$ cat src/rtl/phs_pkg.sv
package phs_pkg;
  localparam int unsigned NPH = 8;
  localparam int unsigned IW  = $clog2(NPH);
  typedef logic [IW-1:0] ph_idx_t;
  typedef logic [NPH-1:0] ph_vec_t;
endpackage

$ cat src/rtl/phs_counter.sv
module phs_counter #(
  parameter int unsigned NPH = 8,
  localparam int unsigned IW = $clog2(NPH)
) (
  input  logic          clk,
  input  logic          rst_n,
  input  logic          seq_active,
  input  logic          req,
  input  logic [IW-1:0] last,
  output logic [IW-1:0] idx_o,
  output logic          acc_o
);
  logic [IW-1:0] idx_q;
  logic          req_q;
  logic          acc;
  logic [IW-1:0] eff;

  assign acc   = req & seq_active;
  // an index past a lowered limit folds back to phase 0
  assign eff   = (idx_q > last) ? '0 : idx_q;
  assign idx_o = eff;
  assign acc_o = acc;

  always_ff @(posedge clk or negedge rst_n) begin
    if (!rst_n) begin
      idx_q <= '0;
      req_q <= 1'b0;
    end else if (!seq_active) begin
      idx_q <= '0;
      req_q <= 1'b0;
    end else begin
      req_q <= acc;
      if (req_q && !acc)
        idx_q <= (eff == last) ? '0 : eff + IW'(1);
    end
  end

  p_park_r6: assert property (@(posedge clk) disable iff (!rst_n)
    !seq_active |=> idx_q == '0);

  p_hold_r9: assert property (@(posedge clk) disable iff (!rst_n)
    (req_q && acc) |=> $stable(idx_q));

  p_step_r3: assert property (@(posedge clk) disable iff (!rst_n)
    (req_q && !acc && seq_active && last != '0) |=> idx_q != $past(idx_q));

  p_idle_r3: assert property (@(posedge clk) disable iff (!rst_n)
    (!req_q && seq_active) |=> $stable(idx_q));
endmodule

$ cat src/rtl/phs_onehot.sv
module phs_onehot #(
  parameter int unsigned NPH = 8,
  localparam int unsigned IW = $clog2(NPH)
) (
  input  logic [IW-1:0]  idx,
  input  logic           en,
  output logic [NPH-1:0] vec
);
  for (genvar i = 0; i < NPH; i++) begin : g_bit
    assign vec[i] = en && (idx == IW'(i));
  end
endmodule

$ cat src/rtl/phs_oe_mask.sv
module phs_oe_mask #(
  parameter int unsigned NPH = 8,
  localparam int unsigned IW = $clog2(NPH)
) (
  input  logic [IW-1:0]  last,
  input  logic           force_low,
  output logic [NPH-1:0] oe
);
  for (genvar i = 0; i < NPH; i++) begin : g_oe
    assign oe[i] = (last >= IW'(i)) || force_low;
  end
endmodule

$ cat src/rtl/phase_rotator.sv
module phase_rotator (
  input  logic       clk,
  input  logic       rst_n,
  input  logic       seq_active,
  input  logic       pulse_req,
  input  logic [2:0] cfg_last_ph,
  input  logic       cfg_unused_low,
  output logic [7:0] hs_out,
  output logic [7:0] hs_oe
);
  import phs_pkg::*;

  ph_idx_t cur_idx;
  logic    accepted;
  ph_vec_t pulse_vec;
  ph_vec_t oe_vec;

  phs_counter #(.NPH(NPH)) u_cnt (
    .clk        (clk),
    .rst_n      (rst_n),
    .seq_active (seq_active),
    .req        (pulse_req),
    .last       (cfg_last_ph),
    .idx_o      (cur_idx),
    .acc_o      (accepted)
  );

  phs_onehot #(.NPH(NPH)) u_dec (
    .idx (cur_idx),
    .en  (accepted),
    .vec (pulse_vec)
  );

  phs_oe_mask #(.NPH(NPH)) u_oe (
    .last      (cfg_last_ph),
    .force_low (cfg_unused_low),
    .oe        (oe_vec)
  );

  assign hs_out = pulse_vec;
  assign hs_oe  = oe_vec;

  p_onehot_r2: assert property (@(posedge clk) disable iff (!rst_n)
    $onehot0(hs_out));

  p_quiet_r2: assert property (@(posedge clk) disable iff (!rst_n)
    !(pulse_req && seq_active) |-> hs_out == '0);

  p_fire_r2: assert property (@(posedge clk) disable iff (!rst_n)
    (pulse_req && seq_active) |-> $countones(hs_out) == 1);

  p_drive_en_r7: assert property (@(posedge clk) disable iff (!rst_n)
    (hs_out & ~hs_oe) == '0);

  p_unused_r8: assert property (@(posedge clk) disable iff (!rst_n)
    (hs_out >> cfg_last_ph) <= 8'd1);
endmodule

$ cat config.mk
export PLATFORM = sky130hd
export DESIGN_NAME = phase_rotator
export DESIGN_NICKNAME = d
export VERILOG_FILES = /design/src/rtl/phs_pkg.sv /design/src/rtl/phs_counter.sv /design/src/rtl/phs_onehot.sv /design/src/rtl/phs_oe_mask.sv /design/src/rtl/phase_rotator.sv
export SDC_FILE = /design/constraint.sdc
export NUM_CORES = 1
export LEC_CHECK = 0
export BUFFER_PORTS_ARGS = -buffer_cell sky130_fd_sc_hd__buf_2
export CAP_MARGIN = 10
export CORE_MARGIN = 2
export CORE_UTILIZATION = 41
export DETAILED_ROUTE_END_ITERATION = 8
export GPL_TIMING_DRIVEN = 0
export PLACE_DENSITY = 0.69
export SYNTH_ARGS = -nofsm -noshare
export SYNTH_HDL_FRONTEND = slang
export SYNTH_SLANG_ARGS = --single-unit
$ cat constraint.sdc
create_clock -name clk -period 3.1 [get_ports clk]
set_input_delay 0.31 -clock clk [delete_from_list [all_inputs] [get_ports clk]]
set_output_delay 0.31 -clock clk [all_outputs]
set_load 0.05 [all_outputs]
==> run_results.csv <==
group,metric,value,unit
sta,fin_crit_sh,86.32,%
route,drc_errors,0,
sta,drv_slew,0,
global_route,gr-total-overflow,0,
synth,syn_nets,92,
pwr,p_leak,0.3974,nW
synth,async_flop_share,100.0,%
finish,finish.utilization,55.99,%
cts,clkTransAtPathRegs,0.04,ns
worst_setup_path,r2r_cells,9,
pwr,powerDensity,260.3,nW/um^2
pwr,ir_drop,214.0,uV
synth,yosys.area_share.simple,31.17,%
finish,final_common_cell,"buf_2",
global_route,grt_start_max_net_pins,9,
synth,avgSynthCellArea,7.440,um^2
run_status,status,"finished, final reports clean",
synth,ys_ff_latch,4,
route,detail-route-antenna-nets,0,
synth,muxShareOfSynthArea,0,%
global_route,grt_pass1_wl,2021,um
route,wirelength,1208,um
global_route,first_global_vias,487,
finish,area_growth,28.92,%
floorplanning,rows,13,
route,vias,588,
sta,timing.final.crit_period,2.676,ns
worst_setup_path,critPathMaxStageDelay,0.44,ns
worst_hold_path,hold_end,"u_cnt.idx_q[1]",
cts,h-tree-depth,1,
place,dp_hpwl,978.7,um
floorplanning,core,1285,um^2
worst_setup_path,r2r_end,"u_cnt.idx_q[2]",
worst_setup_path,cp-start-kind,"flop",
floorplanning,die_h,40.89,um
sta,final-hold-violation-count,0,
route,via_per_inst,5.069,
synth,yosysUniqueCellTypes,30,
worst_setup_path,end_kind,"output pin",
synth,synth-xor-area-share,1.570,%
worst_setup_path,rr_startpoint,"u_cnt.idx_q[2]",
route,drtIter0Drc,3,
synth,synth_top_family_by_area,"simple AND/OR/NAND/NOR gates",
synth,synth_edf_count,0,
place,dp_worst_setup_slack,0.5720,ns
worst_hold_path,min-delay-start,"seq_active",
finish,nFillCells,126,
synth,ys.warnings.count,0,
place,gp_congestion,0.7163,
global_route,track_usage,17.98,%
cts,ctsResizeCount,0,
synth,syn_inst,75,
run,drv_cap,0,
synth,synth_compound_area_share,21.08,%
worst_setup_path,criticalPathCategory,"reg -> out",
cts,cts_tree,"yes",
worst_setup_path,cp.arrival,2.37,ns
route,firstDrtPassIters,2,
finish,layout-drive-gt1-share,31.68,%
sta,max_freq,373.7,MHz
sta,final.setup_skew,0.001166,ns
sta,fin_tns_setup,0,ns
sta,fin_ws,0.4241,ns
synth,ys_seq_area_share,17.94,%
sta,rsz0062_at_grt,"false",
finish,antenna_cells,0,
worst_setup_path,critPathTopFamily,"adder cells",
worst_setup_path,path_buf_inv,2,
synth,synth_flop_cell,"dfrtp_1",
finish,layout_common_cells,"buf_2, nand2_1, inv_1, ha_1, nor2_1",
route,wl_per_cell,10.41,um
floorplanning,ios,24,
cts,numCtsBuffers,3,
floorplanning,die_area,1672,um^2
sta,finalSetupViolCount,0,
cts,clk_path_buf_depth,2,
floorplanning,die_x,40.89,um
place,dp.cells,112,
place,io_buffer_count,22,
floorplanning,start_util,43.43,%
worst_setup_path,cp_max_fo,6,
worst_hold_path,min_path_type,"in -> reg",
synth,synth_fa_ha_area_share,20.18,%
finish,fin_nets,120,
worst_setup_path,path_cells,"ha_1 > a21oi_1 > nand2_1 > nand2_1 > nand2_1 > inv_1 > ha_1 > ha_1 > and3_1 > buf_2",
cts,clkLatencyLatePin,0.23,ns
worst_setup_path,worst-endpoint-required,2.79,ns
finish,fin_cells,116,
cts,cts_root_buf,"clkbuf_4",
cts,cts.sinks,4,
worst_setup_path,r2r_setup_slack,0.89,ns
global_route,antenna_found_initial,0,
worst_hold_path,hold_depth,3,
synth,synth.cell_area,558.0,um^2
worst_setup_path,slowest_stage,"dfrtp_1",
-- worst max-delay path by stage --
stage,from,to,slack [ns],cells past startpoint
6_report,u_cnt.idx_q[2],hs_out[7],0.42,10
5_1_grt,u_cnt.idx_q[2],hs_out[7],0.21,10
4_1_cts,u_cnt.idx_q[2],hs_out[7],0.41,10
3_5_place_dp,cfg_last_ph[2],hs_out[7],0.57,12
3_3_place_gp,cfg_last_ph[2],hs_out[3],0.60,12
2_1_floorplan,u_cnt.idx_q[2],hs_out[1],0.70,9
-- synthesized netlist by cell type, types with 2 or more instances --
cell | count | area share [%]
nor2_1 | 8 | 5.4
o21ai_0 | 2 | 1.8
ha_1 | 9 | 20
nand2b_1 | 2 | 2.2
a211oi_1 | 2 | 2.7
dfrtp_1 | 4 | 18
nand2_1 | 10 | 6.7
and3_1 | 2 | 2.2
inv_1 | 9 | 6.1
nand3_1 | 5 | 4.5
a21oi_1 | 3 | 2.7
-- cells by family (layout without fill, tap and decap cells) --
logic type      Yosys count  count (layout)
buf+inv                  10              36
other cells               1               1
compound gates           15              15
flops                     4               4
fa+ha+maj                 9               9
xor+xnor                  1               1
simple gates             35              35
-- metal layers --
metal / GRT usage, % / vias up / share of wire, %
met3: 6.522 / 0 / 8.8
met1: 22.22 / 253 / 46
met2: 31.25 / 24 / 45
li1: - / 311 / -
met4: 0 / 0 / 0
met5: 0 / - / 0
-- report_power, final --
part           total, mW  internal, mW  switching, mW  leakage (nW)
clock network     0.0633        0.0432         0.0201        0.0138
registers         0.0551        0.0540        0.00117        0.0544
logic             0.0688        0.0198         0.0490         0.329
-- final cells by class --
class	count	area, um^2	area share (%)
multi-input cells	61	416.7	57.91
repair buffers	23	120.1	16.70
flip-flops and latches	4	100.1	13.91
inverters	9	33.78	4.696
clock buffers	3	22.52	3.130
well taps	15	18.77	2.609
plain buffers	1	7.507	1.043
-- tightest hold or removal path: cells and delay by family --
family	cells	cell delay, ns
compound gates	1	0.05
buf+inv	1	0.14
simple gates	1	0.08
-- timing repair --
item	in CTS	in global routing
hold buffers	1	0
endpoints found under the hold margin	4	0
setup buffers	0	0
endpoints found under the setup margin	0	0
-- metrics by stage --
stage	power, mW	instance area (um^2)	hold WS, ns
6_report	0.1873	719.4	0.3974
5_1_grt	0.2039	719.4	0.4174
4_1_cts	0.1909	719.4	0.3879
3_5_place_dp	0.1238	686.9	0.1164
3_3_place_gp	0.1230	686.9	0.1141
2_1_floorplan	0.1042	558.0	0.01441
-- registers in the layout (all words and copies together) (netlist names) --
| name | cells |
|---|---|
| u_cnt.idx_q | 3 |
| u_cnt.req_q | 1 |
Note: power is estimated with default switching activity, not from simulation.
